==> src/rtl/pps_pkg.sv <==
package pps_pkg;
  localparam int unsigned NUM_DRV = 2;
  typedef logic [NUM_DRV-1:0] drv_vec_t;
  typedef enum logic {
    MODE_INPHASE = 1'b0,
    MODE_ALT     = 1'b1
  } steer_mode_e;
endpackage

==> src/rtl/pps_edge.sv <==
module pps_edge (
  input  logic clk,
  input  logic rst_n,
  input  logic strobe,
  output logic start
);
  logic strobe_q;
  logic strobe_d;

  always_comb begin
    strobe_d = strobe;
  end

  always_ff @(posedge clk or negedge rst_n) begin
    if (!rst_n) strobe_q <= 1'b0;
    else        strobe_q <= strobe_d;
  end

  // Falling strobe seen at this edge opens a new oscillator cycle
  assign start = strobe_q & ~strobe;
endmodule

==> src/rtl/pps_blank.sv <==
module pps_blank #(
  parameter int unsigned BLANK_W = 8
) (
  input  logic               clk,
  input  logic               rst_n,
  input  logic               start,
  input  logic [BLANK_W-1:0] len,
  output logic               active
);
  localparam logic [BLANK_W-1:0] ONE  = BLANK_W'(1);
  localparam logic [BLANK_W-1:0] ZERO = '0;

  logic [BLANK_W-1:0] cnt_q;
  logic [BLANK_W-1:0] cnt_d;
  logic               cnt_en;

  assign active = (cnt_q != ZERO);
  assign cnt_en = start | active;

  always_comb begin
    if (start) cnt_d = len;
    else       cnt_d = cnt_q - ONE;
  end

  always_ff @(posedge clk or negedge rst_n) begin
    if (!rst_n)      cnt_q <= ZERO;
    else if (cnt_en) cnt_q <= cnt_d;
  end

  // a zero length leaves the window closed
  p_zero_len_off_r5: assert property (@(posedge clk) disable iff (!rst_n)
    (start && len == ZERO) |=> !active);

  // a nonzero length opens the window on the next cycle
  p_window_opens_r5: assert property (@(posedge clk) disable iff (!rst_n)
    (start && len != ZERO) |=> active);
endmodule

==> src/rtl/pps_pulse.sv <==
module pps_pulse (
  input  logic clk,
  input  logic rst_n,
  input  logic start,
  input  logic en,
  input  logic ocp,
  input  logic strobe,
  input  logic pwm_trip,
  input  logic ilim_trip,
  input  logic blank_act,
  output logic live
);
  logic pulse_q;
  logic pulse_d;
  logic pulse_en;
  logic hard_stop;
  logic soft_stop;
  logic term;
  logic set;

  assign hard_stop = ocp | ~en | strobe;
  assign soft_stop = ~blank_act & (pwm_trip | ilim_trip);
  assign term      = hard_stop | soft_stop;
  assign set       = start & en & ~ocp;
  assign pulse_en  = set | (pulse_q & term);

  always_comb begin
    if (set) pulse_d = 1'b1;
    else     pulse_d = 1'b0;
  end

  always_ff @(posedge clk or negedge rst_n) begin
    if (!rst_n)        pulse_q <= 1'b0;
    else if (pulse_en) pulse_q <= pulse_d;
  end

  assign live = pulse_q & ~term;

  // comparator trips inside the window never end the pulse
  p_blank_hold_r5: assert property (@(posedge clk) disable iff (!rst_n)
    (pulse_q && blank_act && !hard_stop) |=> pulse_q);

  // an ended pulse stays ended until the next start
  p_latched_off_r4: assert property (@(posedge clk) disable iff (!rst_n)
    (!pulse_q && !start) |=> !pulse_q);

  // overcurrent kills the pulse within the cycle
  p_ocp_kill_r7: assert property (@(posedge clk) disable iff (!rst_n)
    ocp |-> !live);
endmodule

==> src/rtl/pps_steer.sv <==
module pps_steer
  import pps_pkg::*;
(
  input  logic        clk,
  input  logic        rst_n,
  input  logic        start,
  input  steer_mode_e mode,
  input  logic        live,
  output drv_vec_t    drv
);
  logic     tgl_q;
  logic     tgl_d;
  drv_vec_t sel;

  always_comb begin
    tgl_d = ~tgl_q;
  end

  always_ff @(posedge clk or negedge rst_n) begin
    if (!rst_n)     tgl_q <= 1'b0;
    else if (start) tgl_q <= tgl_d;
  end

  for (genvar i = 0; i < NUM_DRV; i++) begin : g_drv
    if (i == 0) begin : g_even
      assign sel[i] = (mode == MODE_INPHASE) | tgl_q;
    end else begin : g_odd
      assign sel[i] = (mode == MODE_INPHASE) | ~tgl_q;
    end
    assign drv[i] = live & sel[i];
  end

  // alternating mode never drives both outputs together
  p_alt_exclusive_r8: assert property (@(posedge clk) disable iff (!rst_n)
    (mode == MODE_ALT) |-> $onehot0(drv));

  // in-phase mode keeps the outputs identical
  p_inphase_equal_r9: assert property (@(posedge clk) disable iff (!rst_n)
    (mode == MODE_INPHASE) |-> ((&drv) || !(|drv)));
endmodule

==> src/rtl/pwm_pulse_steer.sv <==
module pwm_pulse_steer
  import pps_pkg::*;
#(
  parameter int unsigned BLANK_W = 8
) (
  input  logic               clk,
  input  logic               rst_n,
  input  logic               en_i,
  input  logic               osc_strobe_i,
  input  logic               pwm_trip_i,
  input  logic               ilim_trip_i,
  input  logic               ocp_fault_i,
  input  logic               alt_mode_i,
  input  logic [BLANK_W-1:0] blank_len_i,
  output logic               drv_a_o,
  output logic               drv_b_o,
  output logic               blank_act_o
);
  localparam int unsigned SYNC_DEPTH = 2;

  logic [SYNC_DEPTH-1:0] rst_pipe;
  logic                  rst_int_n;
  logic                  start;
  logic                  blank_act;
  logic                  live;
  steer_mode_e           mode;
  drv_vec_t              drv;

  // Asynchronous assert, synchronous release
  always_ff @(posedge clk or negedge rst_n) begin
    if (!rst_n) rst_pipe <= '0;
    else        rst_pipe <= {rst_pipe[SYNC_DEPTH-2:0], 1'b1};
  end
  assign rst_int_n = rst_pipe[SYNC_DEPTH-1];

  assign mode = steer_mode_e'(alt_mode_i);

  pps_edge u_edge (
    .clk    (clk),
    .rst_n  (rst_int_n),
    .strobe (osc_strobe_i),
    .start  (start)
  );

  pps_blank #(.BLANK_W(BLANK_W)) u_blank (
    .clk    (clk),
    .rst_n  (rst_int_n),
    .start  (start),
    .len    (blank_len_i),
    .active (blank_act)
  );

  pps_pulse u_pulse (
    .clk       (clk),
    .rst_n     (rst_int_n),
    .start     (start),
    .en        (en_i),
    .ocp       (ocp_fault_i),
    .strobe    (osc_strobe_i),
    .pwm_trip  (pwm_trip_i),
    .ilim_trip (ilim_trip_i),
    .blank_act (blank_act),
    .live      (live)
  );

  pps_steer u_steer (
    .clk   (clk),
    .rst_n (rst_int_n),
    .start (start),
    .mode  (mode),
    .live  (live),
    .drv   (drv)
  );

  assign drv_a_o     = drv[0];
  assign drv_b_o     = drv[1];
  assign blank_act_o = blank_act;

  // dead-time strobe blanks both outputs
  p_strobe_gap_r2: assert property (@(posedge clk) disable iff (!rst_int_n)
    osc_strobe_i |-> (!drv_a_o && !drv_b_o));

  // disable forces both outputs low
  p_disable_low_r10: assert property (@(posedge clk) disable iff (!rst_int_n)
    !en_i |-> (!drv_a_o && !drv_b_o));

  // overcurrent forces both outputs low at the ports
  p_ocp_low_r7: assert property (@(posedge clk) disable iff (!rst_int_n)
    ocp_fault_i |-> (!drv_a_o && !drv_b_o));
endmodule

==> config.mk <==
export PLATFORM = sky130hd
export DESIGN_NAME = pwm_pulse_steer
export DESIGN_NICKNAME = d
export VERILOG_FILES = /design/src/rtl/pps_pkg.sv /design/src/rtl/pps_edge.sv /design/src/rtl/pps_blank.sv /design/src/rtl/pps_pulse.sv /design/src/rtl/pps_steer.sv /design/src/rtl/pwm_pulse_steer.sv
export SDC_FILE = /design/constraint.sdc
export NUM_CORES = 1
export LEC_CHECK = 0
export ABC_AREA = 1
export BUFFER_PORTS_ARGS = -buffer_cell sky130_fd_sc_hd__buf_2
export CAP_MARGIN = 30
export CORE_ASPECT_RATIO = 1.25
export CORE_MARGIN = 8
export CORE_UTILIZATION = 40
export CTS_CLUSTER_SIZE = 16
export DETAILED_ROUTE_END_ITERATION = 8
export GPL_ROUTABILITY_DRIVEN = 0
export PLACE_DENSITY_LB_ADDON = 0.1
export SYNTH_ARGS = -nofsm -noshare
export SYNTH_HDL_FRONTEND = slang
export SYNTH_SLANG_ARGS = --single-unit
==> constraint.sdc <==
create_clock -name clk -period 1.4 [get_ports clk]
set_input_delay 0.07 -clock clk [delete_from_list [all_inputs] [get_ports clk]]
set_output_delay 0.07 -clock clk [all_outputs]
set_load 0.05 [all_outputs]
-- Yosys cells after proc, flatten, opt, wreduce, memory -nomap -nowiden
Cells that the tools add are included.
- add/sub/neg operators: 1
- muxes and demuxes: 2
- reduce and logical (&&, ||, !) cells: 1
- bitwise logic cells: 23
- operators with widths (operator ; count):
    $and 1x1->1 ; 8
    $mux 8 ; 1
    $or 1x1->1 ; 8
    $reduce_bool 8->1 ; 1
    $sub 8x1->8 const B ; 1
    $not 1->1 ; 7
    $mux 1 ; 1
- bits in registers: 13
- logic and storage cells: 32
- bits of input ports: 16
- output and inout port bits: 3

-- Depth between registers and ports, before layout
Gate-level depths: netlist of run 1.
- depth in word-level cells: 7
- gate-level depth with buffers: 8
- mapped depth without buffers: 8

-- By module
A second synthesis of run 1 with hierarchy kept.
- cell total of the unflattened synthesis: 103
- area, all modules: 785.8 µm²
- modules (own cells, without submodules) (module ; area an instance (µm²) ; cells each ; times used):
    pps_blank ; 568.0 ; 77 ; 1
    pps_pulse ; 67.6 ; 11 ; 1
    pps_steer ; 61.3 ; 9 ; 1
    pwm_pulse_steer ; 53.8 ; 3 ; 1
    pps_edge ; 35.0 ; 3 ; 1

-- Worst setup path before layout of run 1
No wires, ideal clock.
- path type: reg-to-output
- start point: register u_blank.cnt_q[0]
- end point: output port drv_a_o
- stages on the path, launching flop included: 8
- path slack: -0.244 ns
- arrival time: 1.574 ns
- buffers on the path: 0
- path through: dfrtp_1 > inv_1 > ha_1 > nand3_2 > nor2_8 > o21ai_2 > nand2_1 > nor2_1
- word-level cells in the longest chain between the ends: 7
- RTL lines (item ; line ; source):
    from (decl) ; pps_blank.sv:13 ; logic [BLANK_W-1:0] cnt_q;
    from (signal assigned) ; pps_blank.sv:27 ; else if (cnt_en) cnt_q <= cnt_d;
    $reduce_bool 8->1 ; pps_blank.sv:17 ; assign active = (cnt_q != ZERO);
    $not 1->1 ; pps_pulse.sv:22 ; assign soft_stop = ~blank_act & (pwm_trip | ilim_trip);
    $and 1x1->1 ; pps_pulse.sv:22 ;
    $or 1x1->1 ; pps_pulse.sv:23 ; assign term = hard_stop | soft_stop;
    $not 1->1 ; pps_pulse.sv:37 ; assign live = pulse_q & ~term;
    $and 1x1->1 ; pps_pulse.sv:37 ;
    $and 1x1->1 ; pps_steer.sv:30 ; assign drv[i] = live & sel[i];
    to (decl) ; pwm_pulse_steer.sv:15 ; output logic drv_a_o,
Every way passes these cells.

-- Final worst setup path of run 1
- start point: register u_blank.cnt_q[1]
- end point: output port drv_b_o
- word-level cells in the longest chain between the ends: 7
- RTL lines (item ; line ; source):
    $reduce_bool 8->1 ; pps_blank.sv:17 ;
    $not 1->1 ; pps_pulse.sv:22 ;
    $and 1x1->1 ; pps_pulse.sv:22 ;
    $or 1x1->1 ; pps_pulse.sv:23 ;
    $not 1->1 ; pps_pulse.sv:37 ;
    $and 1x1->1 ; pps_pulse.sv:37 ;
    $and 1x1->1 ; pps_steer.sv:30 ;
    to (decl) ; pwm_pulse_steer.sv:16 ; output logic drv_b_o,
Every way passes these cells.

==> summary.md, run 1 <==
| Metric | Value |
|---|---|
| Hold Crit Class | in2reg |
| Syn_nets | between 100 and 150 |
| Synth-to-Final Area Change | 33.07% |
| Fin worst setup slack | -0.06795 ns |
| Synthesized-area fraction occupied by adder cells | under 10% |
| Synth warnings | 0 |
| Vias in the first global route | between 700 and 800 |
| Leakage power | ~0.59 nW |
| Drt drc | 0 |
| Layout Skew | around 0.0046 ns |
| Largest family of logic cells by synthesized area | simple AND/OR/NAND/NOR gates |
| Cell taking the most area after synthesis | dfrtp_1 |
| Initial Util | around two fifths |
| Clock latency on the worst-skew pair | about 0.27 ns |
| Final Critical Period | about 1.5 ns |
| Final hold violation count | 0 |
| Fmax | ~0.68 GHz |
| IO Pins | 19 |
| I/O Buffers | 18 |
| First-pass GRT wire length | approximately 3.2 mm |
| CTS tree | built |
| Final period util | 104.9% |
| Slowest-stage cell, CP | dfrtp_1 |
| Total number of vias | roughly 710 |
| Final setup viols | 3 |
| Worst hold slack | roughly 0.045 ns |
| Sequence of cells on the critical path | inv_2, ha_4, nand3_4, nor2_8, o21ai_2, nand2_2, nor2_2, buf_6 |
| Critical Path Sink Type | output port |
| Detailed-route vias per instance | roughly 4.6 |
| Post-DRT Antenna Nets | 0 |
| Setup Crit Path Kind | reg2out |
| Overall Global Routing Usage | between 10% and 20% |
| Multiplexer share of the synthesized area | 0% |
| Largest net degree at the start of global routing | 12 |
| Avg Cell Area, Syn | 7.748 um^2 |
| Synth cell types | 25 |
| Largest vdd supply drop | 696.3 uV |
| Die height | 66.18 um |
| Clock Tree Buf Depth | 2 |
| Register area share after synthesis | between 40 and 50% |
| Bufs and invs on worst path | 2 |
| Post-Syn Instances | around 100 |
| CP max FO | 3 |
| Max Slew Vio Count | 0 |
| Post-synth top area share | between 40% and 50% |
| Area after DPL | 955.9 um^2 |
| DIE AREA | ~3700 um^2 |
| Worst Path Required | around 1.3 ns |
| Reg2Reg Setup Slack | around 0.11 ns |
| Critical Path AT | ~1.4 ns |
| Synth Register Bits | 13 |
| Synth area leaders | dfrtp_1 (40%), nand2_1 (11%), inv_1 (7.9%), nor2_1 (7.5%), o21ai_2 (5.4%) |
| Overflow after GRT | 0 |
| Die X | approximately 56 um |
| Ant. Diodes | 0 |
| Cell area after layout | around 1100 um^2 |
| FP Rows | 18 |
| Compound-Gate Fraction of Synth Area | approximately an eighth |
| Crit-path leading delay family | flip-flops |
| Pre-antenna DRT Iters | 2 |
| Core Footprint | approximately 1900 um^2 |
| Slowest stage delay, CP | approximately 0.4 ns |
| Status | finished, violations left |
| Per-cell routed wire length | 11.79 um |
| Nets | about 150 |
| CTS Sinks | 13 |
| Post-synthesis xor/xnor area fraction | under 10% |
| Clk root buf | clkbuf_4 |
| RSZ-0062 raised after global routing | true |
| WL final | approximately 1.8 mm |
| CTS H-tree depth | 1 |
| Antenna violations before repair | 0 |
| Simple logic cell fraction of the synthesized area | 32.30% |
| Violated checks | setup timing |
| Critical Path Start Type | register |
| Total CTS buffers | 3 |
| 1st-iter DRT viols | 24 |
| Dpl hpwl | ~1.4 mm |
| Reg clk slew, reported paths | around 0.080 ns |
| Pwr Density | between 1000 and 1500 nW/um^2 |
| Post-Syn Area | approximately 810 um^2 |
| Max-cap viol count | 0 |
| Share of cells above drive strength 1 | around two fifths |
## where the power goes
group / leakage, nW / internal (W) / total (W) / switching (W)
combinational: 0.428 / 0.000245 / 0.000556 / 0.000311
sequential: 0.150 / 0.000471 / 0.000573 / 0.000103
clock: 0.0150 / 0.000110 / 0.000225 / 0.000115
## cell type report
| cell class | count | area [um^2] |
|---|---|---|
| sequential | 13 | 326.6 |
| fill | 184 | 864.6 |
| timing repair buffer | 27 | 181.4 |
| multi-input combinational | 72 | 445.4 |
| clock buffer | 4 | 26.28 |
| inverter | 18 | 67.56 |
| tap | 20 | 25.02 |
## synth_stat cells (all sizes together)
master   n
a21oi    4
and3     1
buf      1
conb     1
dfrtp   13
ha       2
inv     18
nand2   27
nand3    3
nand4    1
nor2    19
o21ai   10
o22ai    1
or2      1
xnor2    1
xor2     1
## timing repair
item	in CTS	in global routing
pin swaps	4	3
hold buffers	2	0
hold endpoints to repair	3	0
gates resized for setup	13	3
endpoints found under the setup margin	3	6
buffers inserted	2	0
## cell usage in the layout, fill, tap and decap left out
master,n
inv_1,15
nor2_1,14
nand3_4,1
and3_1,1
dfrtp_1,12
clkbuf_4,3
inv_2,3
ha_4,2
dfrtp_2,1
a21oi_2,1
nand3_1,2
nor2_2,2
or2_2,1
a21oi_1,3
o21ai_0,3
o21ai_2,5
buf_6,3
nor2_8,1
nor2_4,2
nand2_4,2
xor2_1,1
nand2_1,23
buf_4,7
nand4_1,1
dlygate4sd3_1,2
o21ai_1,2
conb_1,1
nand2_2,2
xnor2_1,1
o22ai_1,1
buf_2,15
clkbuf_1,1
## logic make-up (layout without fill, tap and decap cells)
| family | after synthesis | in the layout |
|---|---|---|
| buffers and inverters | 19 | 49 |
| adder cells (fa/ha/maj) | 2 | 2 |
| AO/OA/AOI/OAI | 15 | 15 |
| AND/OR/NAND/NOR | 52 | 52 |
| other | 1 | 1 |
| XOR/XNOR | 2 | 2 |
| flip-flops | 13 | 13 |
## worst min-delay path: cells and delay by family
kind	cells	cell delay [ns]
AND/OR/NAND/NOR	3	0.14
buffers and inverters	1	0.07
## layer usage
metal,global-route usage (%),vias up,share of wire [%]
met1,10.32,324,42
met4,6.024,0,0.88
met2,18.61,14,52
met3,3.654,2,5.2
met5,0,-,0
li1,-,374,-
## registers in the layout, summed over array words and instances, names as in the netlist
name	count
u_edge.strobe_q	1
rst_pipe	2
u_pulse.pulse_q	1
u_blank.cnt_q	8
u_steer.tgl_q	1
## per-stage QoR
stage | setup slack, ns | util [%] | std cells | TNS (ns) | total power, W
floorplan | -0.03965 | - | 104 | -0.07931 | 0.0009073
global placement | 0.05919 | 49.35 | 146 | 0 | 0.001046
detailed placement | 0.04278 | 49.35 | 146 | 0 | 0.001051
CTS | -0.08448 | 54.72 | 154 | -0.2435 | 0.001344
global route | -0.1544 | 55.36 | 154 | -0.4377 | 0.001471
finish | -0.06795 | 55.36 | 154 | -0.1952 | 0.001354
## path summary, 6_finish.rpt
kind                                       start  cells after the start               end
worst min-delay path                 ocp_fault_i                      4   u_pulse.pulse_q
worst max-delay path            u_blank.cnt_q[1]                      8           drv_b_o
worst max register to register  u_blank.cnt_q[1]                      7  u_blank.cnt_q[3]
min in group asynchronous                  rst_n                      2       rst_pipe[1]
max in group asynchronous            rst_pipe[1]                      0  u_blank.cnt_q[2]
worst min register to register       rst_pipe[1]                      0  u_blank.cnt_q[6]
No activity file was read; power rests on OpenSTA's default activity.
==> run 2: changes to the inputs <==
--- a/config.mk
+++ b/config.mk
@@ -8,13 +8,13 @@
 export ABC_AREA = 1
 export BUFFER_PORTS_ARGS = -buffer_cell sky130_fd_sc_hd__buf_2
 export CAP_MARGIN = 30
-export CORE_ASPECT_RATIO = 1.25
 export CORE_MARGIN = 8
-export CORE_UTILIZATION = 40
+export CORE_UTILIZATION = 51
 export CTS_CLUSTER_SIZE = 16
 export DETAILED_ROUTE_END_ITERATION = 8
 export GPL_ROUTABILITY_DRIVEN = 0
-export PLACE_DENSITY_LB_ADDON = 0.1
+export PLACE_DENSITY = 0.76
 export SYNTH_ARGS = -nofsm -noshare
 export SYNTH_HDL_FRONTEND = slang
 export SYNTH_SLANG_ARGS = --single-unit
+export TNS_END_PERCENT = 5
==> summary.md, run 2 (synthesis gave the netlist of run 1 again) <==
| Metric | Value |
|---|---|
| Status | finished, violations left (unchanged) |
| Violated checks | setup timing (unchanged) |
| CTS H-tree depth | 1 (unchanged) |
| Setup Crit Path Kind | reg2out (unchanged) |
| Worst hold path depth | 3 (was 4) |
| Area of the multi-input gates | 435.4 um^2 (was 445.4 um^2) |
| WL final | 2.018 mm (was 1.815 mm) |
| Largest vdd supply drop | 1052 uV (was 696.3 uV) |
| Clock Tree Buf Depth | 2 (unchanged) |
| 1st-iter DRT viols | 12 (was 24) |
| Per-cell routed wire length | 13.19 um (was 11.79 um) |
| CP max FO | 3 (unchanged) |
| Final period util | 106.2% (was 104.9%) |
| Antenna violations before repair | 0 (unchanged) |
| Drt drc | 0 (unchanged) |
| Overall Global Routing Usage | 12.64% (was 10.46%) |
| Fmax | 0.6723 GHz (was 0.6812 GHz) |
| Die height | 55.75 um (was 66.18 um) |
| Critical Path AT | 1.42 ns (was 1.40 ns) |
| Vias in the first global route | 804 (was 791) |
| RSZ-0062 raised after global routing | true (unchanged) |
| Ant. Diodes | 0 (unchanged) |
| FP Rows | 14 (was 18) |
| DIE AREA | 3108 um^2 (was 3716 um^2) |
| Register with the highest flop count | u_blank.cnt_q (unchanged) |
| First-pass GRT wire length | 3.422 mm (was 3.180 mm) |
| Max Slew Vio Count | 0 (unchanged) |
| Commonest non-fill, non-tap cell in the layout | nand2_1 (unchanged) |
| Pwr Density | 1275 nW/um^2 (was 1263 nW/um^2) |
| Max FFs per register | 8 (unchanged) |
| R2R depth | 9 (was 7) |
| Final hold violation count | 0 (unchanged) |
| Utilization after layout | 72.52% (was 55.36%) |
| Sequence of cells on the critical path | inv_2, ha_4, nand3_4, nor2_8, o21ai_2, nand2_2, nor2_2, buf_6 (unchanged) |
| Overflow after GRT | 0 (unchanged) |
| Critical Path Sink Type | output port (unchanged) |
| Final Critical Period | 1.487 ns (was 1.468 ns) |
| Sequential Area | 325.3 um^2 (was 326.6 um^2) |
| Layout Skew | 0.002267 ns (was 0.004551 ns) |
| Clock latency on the worst-skew pair | 0.27 ns (about the same) |
| Worst hold slack | 0.05462 ns (was 0.04525 ns) |
| Pre-antenna DRT Iters | 4 (was 2) |
| Worst Path Required | 1.33 ns (about the same) |
| Total CTS buffers | 3 (unchanged) |
| Dpl hpwl | 1.355 mm (was 1.409 mm) |
| Slowest stage delay, CP | 0.40 ns (about the same) |
| Die X | 55.75 um (was 56.15 um) |
| Max-cap viol count | 0 (unchanged) |
| Final setup viols | 3 (unchanged) |
| Commonest non-fill, non-tap cells in the layout | nand2_1 (23), inv_1 (15), buf_2 (15) (unchanged) |
| Top Registers | u_blank.cnt_q x8, rst_pipe x2 (unchanged) |
| CTS tree | built (unchanged) |
| Leakage power | 0.6107 nW (was 0.5934 nW) |
| Pwr Total | 0.001376 W (was 0.001354 W) |
| CTS Sinks | 13 (unchanged) |
| IO Pins | 19 (unchanged) |
| Largest net degree at the start of global routing | 12 (unchanged) |
| Synth-to-Final Area Change | 34.01% (was 33.07%) |
| Detailed-route vias per instance | 4.928 (was 4.636) |
| Clk root buf | clkbuf_4 (unchanged) |
| Share of cells above drive strength 1 | 39.42% (was 38.06%) |
| TNS Setup | -0.2509 ns (was -0.1952 ns) |
| Post-DRT Antenna Nets | 0 (unchanged) |
| Fin worst setup slack | -0.08741 ns (was -0.06795 ns) |
| Hold Crit Class | in2reg (unchanged) |
| Nets | 156 (was 153) |
| Initial Util | 54.12% (was 41.60%) |
| Reg clk slew, reported paths | 0.09 ns (was 0.08 ns) |
| Critical Path Start Type | register (unchanged) |
| Slowest-stage cell, CP | dfrtp_1 (unchanged) |
| I/O Buffers | 18 (unchanged) |
| Core Footprint | 1489 um^2 (was 1937 um^2) |
| Fillers | 110 (was 184) |
| Total number of vias | 754 (was 714) |
## run 2: path summary, 6_finish.rpt
| kind | startpoint | end | slack, ns |
|---|---|---|---|
| worst max-delay path | u_blank.cnt_q[1] | drv_a_o | -0.09 |
| worst min-delay path | blank_len_i[3] | u_blank.cnt_q[3] | 0.05 |
| worst max register to register | u_blank.cnt_q[1] | u_pulse.pulse_q | 0.10 |
| worst min register to register | rst_pipe[1] | u_blank.cnt_q[0] | 0.20 |
| max in group asynchronous | rst_pipe[1] | u_pulse.pulse_q | 0.88 |
| min in group asynchronous | rst_n | rst_pipe[0] | 0.10 |
## run 2: cell type report
| class | instances | area share (%) |
|---|---|---|
| well taps | 16 | 1.854 |
| inverters | 18 | 6.257 |
| clock buffers | 3 | 2.086 |
| multi-input cells | 72 | 40.32 |
| clock inverters | 1 | 0.4635 |
| flip-flops and latches | 13 | 30.13 |
| repair buffers | 30 | 18.89 |
## run 2: timing repair
| item | 4_1_cts | 5_1_grt |
|---|---|---|
| endpoints found under the hold margin | 3 | 0 |
| hold buffers | 2 | 0 |
| setup buffers | 3 | 3 |
| resized for setup | 12 | 2 |
| pin swaps | 4 | 1 |
| setup endpoints to repair | 3 | 5 |
## run 2: through the flow
step	std cells	setup WS (ns)	cell area, um^2
after floorplan	104	-0.03965	810.8
after global placement	141	0.07307	943.4
after detailed placement	141	0.03456	943.4
after CTS	150	-0.08129	1055
after global routing	153	-0.1415	1080
final	153	-0.08741	1080
## run 2: metal layers
metal  GRT usage [%]  wire length (um)  share of wire [%]
met3           2.283                80                4.0
met4           2.113                24                1.2
met1           14.62               886                 44
met5               0                 0                  0
met2           23.40              1027                 51
## run 2: critical path: cells and delay by family (launching register included)
family | cells | cell delay, ns
DFF | 1 | 0.40
buffers and inverters | 2 | 0.24
and+or+nand+nor | 4 | 0.32
adders and majority gates | 1 | 0.14
AOI/OAI and AO/OA | 1 | 0.06
## run 2: power breakdown
group	switching [W]	leakage, nW	total (W)	internal [W]
combinational	0.000316	0.442	0.000569	0.000253
sequential	0.000102	0.151	0.000570	0.000468
clock	0.000131	0.0177	0.000237	0.000106
total	0.000550	0.611	0.00138	0.000827
==> run 3: changes to the inputs <==
--- a/config.mk
+++ b/config.mk
@@ -8,12 +8,12 @@
 export ABC_AREA = 1
 export BUFFER_PORTS_ARGS = -buffer_cell sky130_fd_sc_hd__buf_2
 export CAP_MARGIN = 30
+export CORE_ASPECT_RATIO = 1.75
 export CORE_MARGIN = 8
-export CORE_UTILIZATION = 51
+export CORE_UTILIZATION = 35
 export CTS_CLUSTER_SIZE = 16
 export DETAILED_ROUTE_END_ITERATION = 8
 export GPL_ROUTABILITY_DRIVEN = 0
-export PLACE_DENSITY = 0.76
 export SYNTH_ARGS = -nofsm -noshare
 export SYNTH_HDL_FRONTEND = slang
 export SYNTH_SLANG_ARGS = --single-unit
==> summary.md, run 3 (synthesis gave the netlist of run 1 again) <==
| Metric | Value |
|---|---|
| Status | finished, violations left (unchanged) |
| Violated checks | setup timing (unchanged) |
| Commonest non-fill, non-tap cell in the layout | nand2_1 (unchanged) |
| Fillers | 225 (was 110) |
| Worst Path Required | 1.33 ns (about the same) |
| Core Footprint | 2245 um^2 (was 1489 um^2) |
| IO Pins | 19 (unchanged) |
| Overall Global Routing Usage | 9.686% (was 12.64%) |
| CP max FO | 3 (unchanged) |
| Pre-antenna DRT Iters | 4 (unchanged) |
| Fmax | 0.7027 GHz (was 0.6723 GHz) |
| Commonest non-fill, non-tap cells in the layout | nand2_1 (23), inv_1 (15), buf_2 (15) (unchanged) |
| Dpl hpwl | 1.474 mm (was 1.355 mm) |
| Proportion of power drawn by combinational gates | 37.3% (was 41.4%) |
| Clock Tree Buf Depth | 2 (unchanged) |
| Antenna violations before repair | 0 (unchanged) |
| First-pass GRT wire length | 3.167 mm (was 3.422 mm) |
| Utilization after layout | 48.50% (was 72.52%) |
| Die X | 52.27 um (was 55.75 um) |
| Area after DPL | 962.2 um^2 (was 943.4 um^2) |
| Layout Skew | 0.001642 ns (was 0.002267 ns) |
| WL final | 1.847 mm (was 2.018 mm) |
| Sw Ratio | 37.48% (was 39.93%) |
| Post-DRT Antenna Nets | 0 (unchanged) |
| CTS tree | built (unchanged) |
| Cell area after layout | 1089 um^2 (was 1080 um^2) |
| Reg clk slew, reported paths | 0.06 ns (was 0.09 ns) |
| Final Critical Period | 1.423 ns (was 1.487 ns) |
| Register with the highest flop count | u_blank.cnt_q (unchanged) |
| Nets | 153 (was 156) |
| Initial Util | 35.90% (was 54.12%) |
| Critical R2R Launch | u_blank.cnt_q[0] (was u_blank.cnt_q[1]) |
| CTS Sinks | 13 (unchanged) |
| GR met2 Demand/Resource | 19.32% (was 23.40%) |
| Fin worst setup slack | -0.02301 ns (was -0.08741 ns) |
| Leakage power | 0.6047 nW (was 0.6107 nW) |
| Max Slew Vio Count | 0 (unchanged) |
| Overflow after GRT | 0 (unchanged) |
| Clk root buf | clkbuf_8 (was clkbuf_4) |
| FP Rows | 23 (was 14) |
| Top Registers | u_blank.cnt_q x8, rst_pipe x2 (unchanged) |
| Detailed-route vias per instance | 4.509 (was 4.928) |
| Critical Path Start Type | register (unchanged) |
| Share of power burned in registers | 39.7% (was 41.4%) |
| Largest net degree at the start of global routing | 12 (unchanged) |
| Crit path from | u_blank.cnt_q[2] (was u_blank.cnt_q[1]) |
| 1st-iter DRT viols | 15 (was 12) |
| CTS H-tree depth | 1 (unchanged) |
| Max FFs per register | 8 (unchanged) |
| Synth-to-Final Area Change | 35.09% (was 34.01%) |
| Ant. Diodes | 0 (unchanged) |
| Gr busiest metal | met2 (unchanged) |
| I/O Buffers | 18 (unchanged) |
| Final period util | 101.6% (was 106.2%) |
| Setup Crit Path Kind | reg2out (unchanged) |
| Max-cap viol count | 0 (unchanged) |
| Critical Path Sink Type | output port (unchanged) |
| GR Util met3 | 0.9328% (was 2.283%) |
| Die height | 79.48 um (was 55.75 um) |
| Int Power | 0.0009054 W (was 0.0008268 W) |
| Grt met1 use | 8.624% (was 14.62%) |
| Drt drc | 0 (unchanged) |
| Clock power frac | 23.0% (was 17.2%) |
| Final setup viols | 3 (unchanged) |
| Per-cell routed wire length | 11.62 um (was 13.19 um) |
| DIE AREA | 4154 um^2 (was 3108 um^2) |
| Total number of vias | 717 (was 754) |
| Final hold violation count | 0 (unchanged) |
| Hold Crit Class | in2reg (unchanged) |
| Critical Path AT | 1.35 ns (was 1.42 ns) |
| Pwr Density | 1330 nW/um^2 (was 1275 nW/um^2) |
| Hold path startpoint | blank_len_i[3] (unchanged) |
| Switch Pwr | 0.0005427 W (was 0.0005496 W) |
| Total CTS buffers | 3 (unchanged) |
| Share of cells above drive strength 1 | 38.81% (was 39.42%) |
| Clock latency on the worst-skew pair | 0.24 ns (was 0.27 ns) |
| Largest vdd supply drop | 817.3 uV (was 1052 uV) |
| RSZ-0062 raised after global routing | true (unchanged) |
| Vias in the first global route | 782 (was 804) |
-- run 3: changes by cell type in the layout (fill, tap and decap cells not counted), sizes merged --
cell	before	now
buf	28	25
-- run 3: critical path, stage by stage (launching register included) --
cell     delay [ns]
dfrtp_2        0.42
nor2_4         0.16
nand2_4        0.09
nor2_8         0.11
o21ai_2        0.06
nand2_2        0.08
nor2_2         0.04
buf_6          0.14
-- run 3: stage by stage --
step / total power [W] / instances / setup slack, ns / hold slack, ns / setup TNS [ns]
3_3_place_gp: 0.001043 / 151 / 0.02682 / -0.1440 / 0
6_report: 0.001448 / 159 / -0.02301 / 0.07962 / -0.06668
2_1_floorplan: 0.0009073 / 104 / -0.03965 / -0.2256 / -0.07931
3_5_place_dp: 0.001056 / 151 / 0.005602 / -0.1372 / 0
5_1_grt: 0.001550 / 159 / -0.08991 / 0.1094 / -0.2638
4_1_cts: 0.001460 / 158 / -0.05401 / 0.07385 / -0.1516
-- run 3: what timing repair did --
| item | CTS | global route |
|---|---|---|
| endpoints found under the setup margin | 4 | 4 |
| resized for setup | 14 | 1 |
| hold buffers | 2 | 0 |
| buffers inserted | 1 | 1 |
| pin swaps | 5 | 1 |
| endpoints found under the hold margin | 3 | 0 |
-- run 3: layout make-up --
class / count / area, um^2 / share of cell area, %
multi-input cells: 72 / 435.4 / 40.00
clock inverters: 1 / 5.005 / 0.4598
well taps: 25 / 31.28 / 2.874
repair buffers: 27 / 181.4 / 16.67
inverters: 18 / 67.56 / 6.207
clock buffers: 3 / 41.29 / 3.793
flip-flops and latches: 13 / 326.6 / 30.00
-- run 3: worst paths after layout --
| kind | slack, ns | cells after the start | end |
|---|---|---|---|
| max reg2reg | 0.08 | 9 | u_blank.cnt_q[2] |
| max in group asynchronous | 0.87 | 0 | u_blank.cnt_q[2] |
| max | -0.02 | 7 | drv_a_o |
| min | 0.08 | 3 | u_blank.cnt_q[3] |
| min reg2reg | 0.19 | 0 | u_blank.cnt_q[1] |
| min in group asynchronous | 0.14 | 2 | rst_pipe[1] |
-- run 3: metal layers --
metal / routed length (um) / up-vias
li1: - / 375
met1: 710 / 326
met2: 1064 / 12
met3: 38 / 4
met4: 33 / 0
met5: 0 / -
-- run 3: power by group through the flow --
stage                     registers [W]  logic (W)  clock network, W
after floorplan                0.000562   0.000346                 0
after global placement         0.000580   0.000463                 0
after detailed placement       0.000585   0.000471                 0
after CTS                      0.000577   0.000536          0.000347
after global routing           0.000589   0.000607          0.000354
final                          0.000575   0.000540          0.000333
